`config.mk`:
```
export PLATFORM = sky130hd
export DESIGN_NAME = hb_gate_ctrl
export DESIGN_NICKNAME = d
export VERILOG_FILES = /design/src/rtl/hb_pkg.sv /design/src/rtl/hb_pwm_qual.sv /design/src/rtl/hb_fault_mgr.sv /design/src/rtl/hb_switch_seq.sv /design/src/rtl/hb_gate_ctrl.sv
export SDC_FILE = /design/constraint.sdc
export NUM_CORES = 1
export LEC_CHECK = 0
export BUFFER_PORTS_ARGS = -buffer_cell sky130_fd_sc_hd__buf_2
export CAP_MARGIN = 40
export CORE_UTILIZATION = 50
export DETAILED_ROUTE_END_ITERATION = 10
export GPL_TIMING_DRIVEN = 1
export PLACE_DENSITY = 0.74
export SYNTH_ARGS = -nofsm -noshare
export SYNTH_HDL_FRONTEND = slang
export SYNTH_SLANG_ARGS = --single-unit
```
`constraint.sdc`:
```
create_clock -name clk -period 2.4 [get_ports clk]
set_input_delay 0.12 -clock clk [delete_from_list [all_inputs] [get_ports clk]]
set_output_delay 0.12 -clock clk [all_outputs]
set_load 0.1 [all_outputs]
```
`src/rtl/hb_pkg.sv`:
```
package hb_pkg;

  // Qualified PWM request handed from the level qualifier to the switch sequencer
  typedef enum logic [1:0] {
    CMD_OFF = 2'd0,
    CMD_LS  = 2'd1,
    CMD_HS  = 2'd2
  } hb_cmd_e;

  // Switch sequencer states
  typedef enum logic [1:0] {
    SW_IDLE = 2'd0,
    SW_GAP  = 2'd1,
    SW_LS   = 2'd2,
    SW_HS   = 2'd3
  } hb_sw_e;

endpackage

```
`src/rtl/hb_pwm_qual.sv`:
```
module hb_pwm_qual
  import hb_pkg::*;
#(
  parameter int unsigned TRI_DLY = 5
) (
  input  logic    clk,
  input  logic    rst_n,
  input  logic    lvl_hi,
  input  logic    lvl_lo,
  output hb_cmd_e cmd
);

  localparam int unsigned CW = $clog2(TRI_DLY + 1);
  localparam logic [CW-1:0] LIMIT = CW'(TRI_DLY);

  logic          tri_q, tri_d;
  logic          hi_q, hi_d;
  logic [CW-1:0] cnt_q, cnt_d;
  logic [CW-1:0] cnt_inc;
  logic          mid;
  logic          toward_flip;

  always_comb begin
    mid         = !lvl_hi && !lvl_lo;
    toward_flip = tri_q ? !mid : mid;
    cnt_inc     = cnt_q + 1'b1;
    tri_d       = tri_q;
    cnt_d       = '0;
    if (toward_flip) begin
      if (cnt_inc == LIMIT) begin
        tri_d = !tri_q;
        cnt_d = '0;
      end else begin
        cnt_d = cnt_inc;
      end
    end
    // last valid level is held through a mid-window excursion
    hi_d = mid ? hi_q : lvl_hi;
  end

  always_ff @(posedge clk or negedge rst_n) begin
    if (!rst_n) begin
      tri_q <= 1'b0;
      hi_q  <= 1'b0;
      cnt_q <= '0;
    end else begin
      tri_q <= tri_d;
      hi_q  <= hi_d;
      cnt_q <= cnt_d;
    end
  end

  always_comb begin
    if (tri_q)     cmd = CMD_OFF;
    else if (hi_q) cmd = CMD_HS;
    else           cmd = CMD_LS;
  end

endmodule

```
`src/rtl/hb_fault_mgr.sv`:
```
module hb_fault_mgr (
  input  logic clk,
  input  logic rst_n,
  input  logic supply_ok,
  input  logic ot_trip,
  input  logic ot_clear,
  input  logic dis_n,
  input  logic boot_above_on,
  input  logic boot_below_off,
  output logic run_ok,
  output logic boot_ok,
  output logic pwr_ready,
  output logic en_drive,
  output logic aux_reg_en,
  output logic gate_reg_en
);

  logic ot_q, ot_d;
  logic boot_q;
  logic rdy_d, en_d, aux_d, greg_d;

  always_comb begin
    // thermal latch only operates above the undervoltage level; trip beats clear
    ot_d    = supply_ok ? (ot_trip | (ot_q & ~ot_clear)) : 1'b0;
    boot_ok = boot_above_on | (boot_q & ~boot_below_off);
    run_ok  = supply_ok & dis_n & ~ot_d;
    rdy_d   = supply_ok;
    en_d    = supply_ok & dis_n;
    aux_d   = rdy_d & en_d;
    greg_d  = supply_ok & ~ot_d;
  end

  always_ff @(posedge clk or negedge rst_n) begin
    if (!rst_n) begin
      ot_q        <= 1'b0;
      boot_q      <= 1'b0;
      pwr_ready   <= 1'b0;
      en_drive    <= 1'b0;
      aux_reg_en  <= 1'b0;
      gate_reg_en <= 1'b0;
    end else begin
      ot_q        <= ot_d;
      boot_q      <= boot_ok;
      pwr_ready   <= rdy_d;
      en_drive    <= en_d;
      aux_reg_en  <= aux_d;
      gate_reg_en <= greg_d;
    end
  end

endmodule

```
`src/rtl/hb_switch_seq.sv`:
```
module hb_switch_seq
  import hb_pkg::*;
#(
  parameter int unsigned DT_MIN = 2,
  parameter int unsigned DT_MAX = 8
) (
  input  logic    clk,
  input  logic    rst_n,
  input  logic    run_ok,
  input  hb_cmd_e cmd,
  input  logic    boot_ok,
  input  logic    diode_cond,
  output logic    gate_hs,
  output logic    gate_ls
);

  localparam int unsigned DW = $clog2(DT_MAX + 1);
  localparam logic [DW-1:0] MIN_V = DW'(DT_MIN);
  localparam logic [DW-1:0] MAX_V = DW'(DT_MAX);

  hb_sw_e        st_q, st_d;
  logic [DW-1:0] dt_q, dt_d;
  logic [DW-1:0] cnt_q, cnt_d;
  logic          seen_q, seen_d;
  logic          want_hs, want_ls, seen_now, gap_done;
  logic [DW-1:0] dt_dec, dt_inc;

  always_comb begin
    want_hs  = (cmd == CMD_HS) && boot_ok;
    want_ls  = (cmd == CMD_LS);
    seen_now = seen_q | diode_cond;
    gap_done = (cnt_q >= dt_q - 1'b1);
    dt_dec   = (dt_q > MIN_V) ? dt_q - 1'b1 : MIN_V;
    dt_inc   = (dt_q < MAX_V) ? dt_q + 1'b1 : MAX_V;

    st_d   = st_q;
    dt_d   = dt_q;
    cnt_d  = cnt_q;
    seen_d = seen_q;

    if (!run_ok) begin
      st_d   = SW_IDLE;
      dt_d   = MAX_V;
      cnt_d  = '0;
      seen_d = 1'b0;
    end else begin
      case (st_q)
        SW_IDLE: begin
          st_d   = SW_GAP;
          cnt_d  = '0;
          seen_d = 1'b0;
        end
        SW_GAP: begin
          seen_d = seen_now;
          if (!gap_done) begin
            cnt_d = cnt_q + 1'b1;
          end else if (want_hs || want_ls) begin
            st_d   = want_hs ? SW_HS : SW_LS;
            dt_d   = seen_now ? dt_dec : dt_inc;
            seen_d = 1'b0;
          end
        end
        SW_HS: begin
          if (!want_hs) begin
            st_d   = SW_GAP;
            cnt_d  = '0;
            seen_d = 1'b0;
          end
        end
        default: begin
          if (!want_ls) begin
            st_d   = SW_GAP;
            cnt_d  = '0;
            seen_d = 1'b0;
          end
        end
      endcase
    end
  end

  always_ff @(posedge clk or negedge rst_n) begin
    if (!rst_n) begin
      st_q   <= SW_IDLE;
      dt_q   <= MAX_V;
      cnt_q  <= '0;
      seen_q <= 1'b0;
    end else begin
      st_q   <= st_d;
      dt_q   <= dt_d;
      cnt_q  <= cnt_d;
      seen_q <= seen_d;
    end
  end

  assign gate_hs = (st_q == SW_HS);
  assign gate_ls = (st_q == SW_LS);

endmodule

```
`src/rtl/hb_gate_ctrl.sv`:
```
module hb_gate_ctrl
  import hb_pkg::*;
#(
  parameter int unsigned TRI_DLY = 5,
  parameter int unsigned DT_MIN  = 2,
  parameter int unsigned DT_MAX  = 8
) (
  input  logic clk,
  input  logic rst_n,
  input  logic pwm_above_hi,
  input  logic pwm_below_lo,
  input  logic supply_ok,
  input  logic ot_trip,
  input  logic ot_clear,
  input  logic boot_above_on,
  input  logic boot_below_off,
  input  logic dis_n,
  input  logic diode_cond,
  output logic gate_hs,
  output logic gate_ls,
  output logic pwr_ready,
  output logic en_drive,
  output logic aux_reg_en,
  output logic gate_reg_en
);

  hb_cmd_e cmd;
  logic    run_ok;
  logic    boot_ok;

  hb_pwm_qual #(.TRI_DLY(TRI_DLY)) u_qual (
    .clk    (clk),
    .rst_n  (rst_n),
    .lvl_hi (pwm_above_hi),
    .lvl_lo (pwm_below_lo),
    .cmd    (cmd)
  );

  hb_fault_mgr u_fault (
    .clk            (clk),
    .rst_n          (rst_n),
    .supply_ok      (supply_ok),
    .ot_trip        (ot_trip),
    .ot_clear       (ot_clear),
    .dis_n          (dis_n),
    .boot_above_on  (boot_above_on),
    .boot_below_off (boot_below_off),
    .run_ok         (run_ok),
    .boot_ok        (boot_ok),
    .pwr_ready      (pwr_ready),
    .en_drive       (en_drive),
    .aux_reg_en     (aux_reg_en),
    .gate_reg_en    (gate_reg_en)
  );

  hb_switch_seq #(.DT_MIN(DT_MIN), .DT_MAX(DT_MAX)) u_seq (
    .clk        (clk),
    .rst_n      (rst_n),
    .run_ok     (run_ok),
    .cmd        (cmd),
    .boot_ok    (boot_ok),
    .diode_cond (diode_cond),
    .gate_hs    (gate_hs),
    .gate_ls    (gate_ls)
  );

endmodule

```
**After elaboration in Yosys (flattened, before gate mapping)**

Index checks and enable logic that the tools add are counted.

- Reduce and logical (&&, ||, !) cells: 13
- Magnitude comparators: 3
- Mux-type cells: 31
- $add $sub $neg: 4
- Bitwise gates (word level): 12
- Equal/unequal tests: 14

Operator list:

| cell | number |
|---|---|
| $mux 4 | 11 |
| $mux 2 | 7 |
| $ne 3x3->1 const B | 4 |
| $pmux 4 s3 | 1 |
| $add 4x1->4 const B | 2 |
| $mux 1 | 8 |
| $and 1x1->1 | 6 |
| $eq 2x2->1 const B | 3 |
| $mux 3 | 2 |
| $ne 2x2->1 const B | 3 |
| $pmux 2 s3 | 1 |
| $reduce_and 3->1 | 2 |
| $ne 5x5->1 const B | 1 |
| $eq 2x1->1 const B | 2 |
| $ge 4x4->1 | 1 |
| $gt 4x2->1 const B | 1 |
| $logic_not 1->1 | 4 |
| $lt 4x4->1 const B | 1 |
| $reduce_and 2->1 | 2 |
| $reduce_and 4->1 | 1 |
| $sub 4x1->4 const B | 1 |
| $add 3x1->3 const B | 1 |
| $eq 3x3->1 const B | 1 |
| $not 1->1 | 3 |
| 5 further kinds | 8 |

- Input port bits: 11
- Word-level logic and storage cells: 90
- Register bits after elaboration: 22

**Depth between registers and ports, before layout**

- Word-level depth: 9
- Gate-level depth with buffers: 10
- Mapped depth without buffers: 9

**Hierarchy**

A second synthesis with hierarchy kept.

- Cells, all modules: 120
- Area, all modules: 1288.7 µm²

By module, submodules not included:

| module | instances | cells each | area an instance (µm²) |
|---|---|---|---|
| hb_switch_seq | 1 | 86 | 854.6 |
| hb_pwm_qual | 1 | 21 | 240.2 |
| hb_fault_mgr | 1 | 13 | 193.9 |

**Least setup slack after synthesis**

Ideal clock, no wire load.

- Path kind: reg-to-reg
- From: register u_seq.dt_q[0]
- To: register u_seq.dt_q[1]
- Arrival: 2.146 ns
- Setup slack: 0.123 ns
- Data required time: 2.269 ns
- Stages on the path, launching flop included: 11
- Library setup time: 0.131 ns
- Cells stage by stage: dfrtp_1 > inv_1 > ha_1 > xnor2_1 > ha_1 > o21a_1 > nor2_1 > or4_4 > buf_6 > a311oi_1 > a211oi_1

- Word-level cells in the longest chain between the ends: 7
- Elaborated cells on any way between the ends: 14
- Classes of those cells: add/sub: 2; order compare: 3; eq/ne: 1; mux: 7; reduce/logical: 1

RTL lines:

| what | line | RTL |
|---|---|---|
| start: declaration | hb_switch_seq.sv:22 | `logic [DW-1:0] dt_q, dt_d;` |
| start signal: assignment | hb_switch_seq.sv:89 | `dt_q <= dt_d;` |
| branches (longest 7 deep; another with $sub 4x1->4) | -- |  |

Parallel ways; which one is timed is not known. The select of a mux whose other input is x is not followed.
A chain may end at the register's enable or synchronous reset.

**Worst setup path in the final report**

Ends and elaborated chain as after synthesis.

==> key figures <==
Die
  – Placeable Area: around 2300 µm²
  – Initial core utilization: 54.6%
  – Die height: 51.9 µm
  – Ports: 17
  – Die Area: 2690 µm²
  – FP Rows: 17
  – Die Width: 51.9 µm

Cells and area
  – Layout Utilization: 64.1%
  – Commonest non-fill, non-tap cell in the layout: dfrtp_1
  – Share of layout cells above drive strength 1: 28.7%
  – Fin nets: 172
  – Area Growth Syn to Fin: 17.3%
  – Ant diodes: 0
  – Most frequent cells in the layout: dfrtp_1, buf_2, nor2_1
  – Post-route cell area: about 1500 µm²

Clock tree
  – CTS max path bufs: 2
  – Clock Tree Root: clkbuf_4
  – Clock slew at reported path FFs: 0.11 ns
  – Worst skew pair latency: 0.30 ns
  – CTS H-tree lvls: 1
  – Clock sinks: 21
  – CTS Buf Count: 3
  – CTS tree: built

STA
  – Smallest hold slack: 0.0314 ns
  – Relative slew slack: between 60 and 70%
  – Pins Over Slew Limit: 0
  – RSZ-0062 raised after global routing: false
  – Final Critical Period: about 2.3 ns
  – Fmax: 0.433 GHz
  – Final Cycle Share: 96.2%
  – Final hold violation count: 0
  – Worst clock skew: 0.00251 ns
  – Finish-stage setup viols: 0
  – Worst-Margin Slew: roughly 0.49 ns

Critical path
  – CP Data Arrival Time: 2.50 ns
  – Worst EP required: 2.59 ns
  – CP Capture Type: flip-flop
  – Reg2Reg Depth: 9
  – FF-to-FF Start: u_seq.dt_q[0]
  – Flop2flop setup slack: roughly 0.09 ns
  – CP max FO: 7
  – CP startpoint kind: flip-flop
  – CP Class: flip-flop to flip-flop
  – Worst R2R End: u_seq.dt_q[1]

Route
  – Detailed Route Iter0 Violations: 18
  – DRT Wirelength: between 2000 and 3000 µm
  – DRC viols: 0
  – Total iterations of the first detailed-routing run: 4
  – Vias per cell: 5.58
  – Routed Antenna Nets: 0
  – Wire per inst: 14.4 µm
  – DR vias: around 990

Power and ir drop
  – Pwr/cell area: 499 nW/µm²
  – Clock share of power: a little under a quarter
  – Tot Pwr: 0.728 mW
  – Combinational power share: about a fifth
  – Int Power: 0.509 mW
  – Sw frac: 30.1%
  – Sw power: around 0.22 mW
  – Leak pwr: 0.701 nW
  – Sequential Power Share: 56.1%
  – Peak VDD IR: 0.000384 V

Job
  – Max-cap viol count: 0

Synth
  – Syn nets: 147
  – Part of the Yosys area used for sequential elements: 42.4%
  – #FFs+latches synth: 21
  – Async SR Flop Fraction: 100%
  – Primary FF master, synth: dfrtp_1
  – Synth Warn #: 0
  – Post-Synthesis Cells: 126
  – Post-synth EDFFs: 0
  – Cell Area, Synth: 1240 µm²
  – Average size of a mapped cell: 9.87 µm²
  – Synth cell types: 45

Global route
  – Gr usage total: a little over a fifth
  – Largest net degree at the start of global routing: 22
  – Global route total overflow: 0
  – Vias in the first global route: 946
  – Initial antenna violation count: 0
  – Wire length of the first global-routing pass: 4260 µm

Placed design
  – Placed inst area: approximately 1300 µm²
  – Detail Placement HPWL: roughly 1800 µm
  – Number of I/O port buffers: 16
  – GP Congestion: 0.844

Min path
  – HP Class: input pin to flip-flop
  – Hold Startpoint: boot_above_on
  – Hold endpoint: u_fault.boot_q
  – WHS Path Cells: 2

Status
  – Outcome: finished clean
[per-stage QoR]
| step | std cells | setup TNS, ns | setup WS [ns] |
|---|---|---|---|
| 3_5_place_dp | 167 | -0.00218 | -0.00218 |
| 3_3_place_gp | 167 | 0 | 0.124 |
| 5_1_grt | 178 | 0 | 0.00548 |
| 4_1_cts | 174 | 0 | 0.0139 |
| 6_report | 178 | 0 | 0.0906 |
| 2_1_floorplan | 126 | 0 | 0.123 |
[power by group through the flow]
stage               clock network, mW  registers (mW)  logic [mW]
detailed placement                  0           0.415       0.151
CTS                             0.176           0.408       0.154
floorplan                           0           0.428      0.0940
global route                    0.183           0.412       0.173
global placement                    0           0.412       0.146
finish                          0.165           0.408       0.155
[flip-flops by register name, indices dropped and copies added (netlist names)]
register / flops
u_fault.gate_reg_en: 1
u_qual.hi_q: 1
u_seq.cnt_q: 4
u_fault.aux_reg_en: 1
u_qual.cnt_q: 3
u_fault.ot_q: 1
u_seq.seen_q: 1
u_seq.st_q: 2
u_qual.tri_q: 1
u_seq.dt_q: 4
u_fault.pwr_ready: 1
u_fault.boot_q: 1
[synth_stat cells (2+ instances only)]
cell type / count / area [µm²]
dfrtp_1: 20 / 500
inv_1: 12 / 45.0
nor2_1: 12 / 45.0
ha_1: 10 / 125
o21ai_0: 6 / 30.0
a31oi_1: 4 / 25.0
nand2_1: 4 / 15.0
nor2b_1: 4 / 25.0
or2_2: 4 / 25.0
a21o_1: 3 / 22.5
a21oi_1: 3 / 15.0
nand3_1: 3 / 15.0
nor3_1: 3 / 15.0
xnor2_1: 3 / 26.3
a211oi_1: 2 / 15.0
a221oi_1: 2 / 17.5
buf_4: 2 / 15.0
nand2b_1: 2 / 12.5
[critical path: stages, from the launching register on]
cell and delay (ns):
dfrtp_1 0.43, inv_2 0.09, ha_4 0.17, xnor2_1 0.13, ha_2 0.32, o21a_1 0.10
nor2_1 0.04, or4_4 0.54, a311oi_2 0.32, a211oi_2 0.05
[area by class of cell]
class / instances / area [µm²]
sequential: 21 / 528
fill: 189 / 817
clock buffer: 4 / 26.3
tap: 28 / 35.0
multi-input combinational: 88 / 669
timing repair buffer: 25 / 155
inverter: 12 / 45.0
[metal layers]
metal / up-vias / part of all wire, % / track usage [%]
li1: 497 / - / -
met2: 21 / 48 / 35.0
met5: - / 0 / 0
met3: 4 / 2.9 / 2.63
met1: 472 / 48 / 29.6
met4: 0 / 0.98 / 8.11
[logic make-up (layout without fill, tap and decap cells)]
logic type	count (synthesis)	in the layout	share of synthesized area, %
and+or+nand+nor	37	37	15.2
AOI/OAI and AO/OA	35	35	21.5
DFF	21	21	42.4
buffers and inverters	17	41	6.34
adders and majority gates	10	10	10.1
xor gates and xnor gates	4	4	2.82
muxes	2	2	1.71
[how the worst max path moves through the flow]
stage / slack, ns / end / start
2_1_floorplan: 0.12 / u_seq.dt_q[1] / u_seq.dt_q[0]
3_3_place_gp: 0.12 / u_seq.dt_q[1] / u_seq.dt_q[0]
3_5_place_dp: -0.002 / u_seq.dt_q[1] / u_seq.dt_q[0]
4_1_cts: 0.01 / u_seq.dt_q[1] / u_seq.dt_q[1]
5_1_grt: 0.005 / u_seq.dt_q[1] / u_seq.dt_q[0]
6_report: 0.09 / u_seq.dt_q[1] / u_seq.dt_q[0]
[timing repair]
item,4_1_cts,5_1_grt
endpoints found under the hold margin,21,1
setup endpoints to repair,1,7
pin swaps,0,4
hold buffers,2,1
setup buffers,1,3
resized for setup,0,9
No activity file was read; power rests on OpenSTA's default activity.
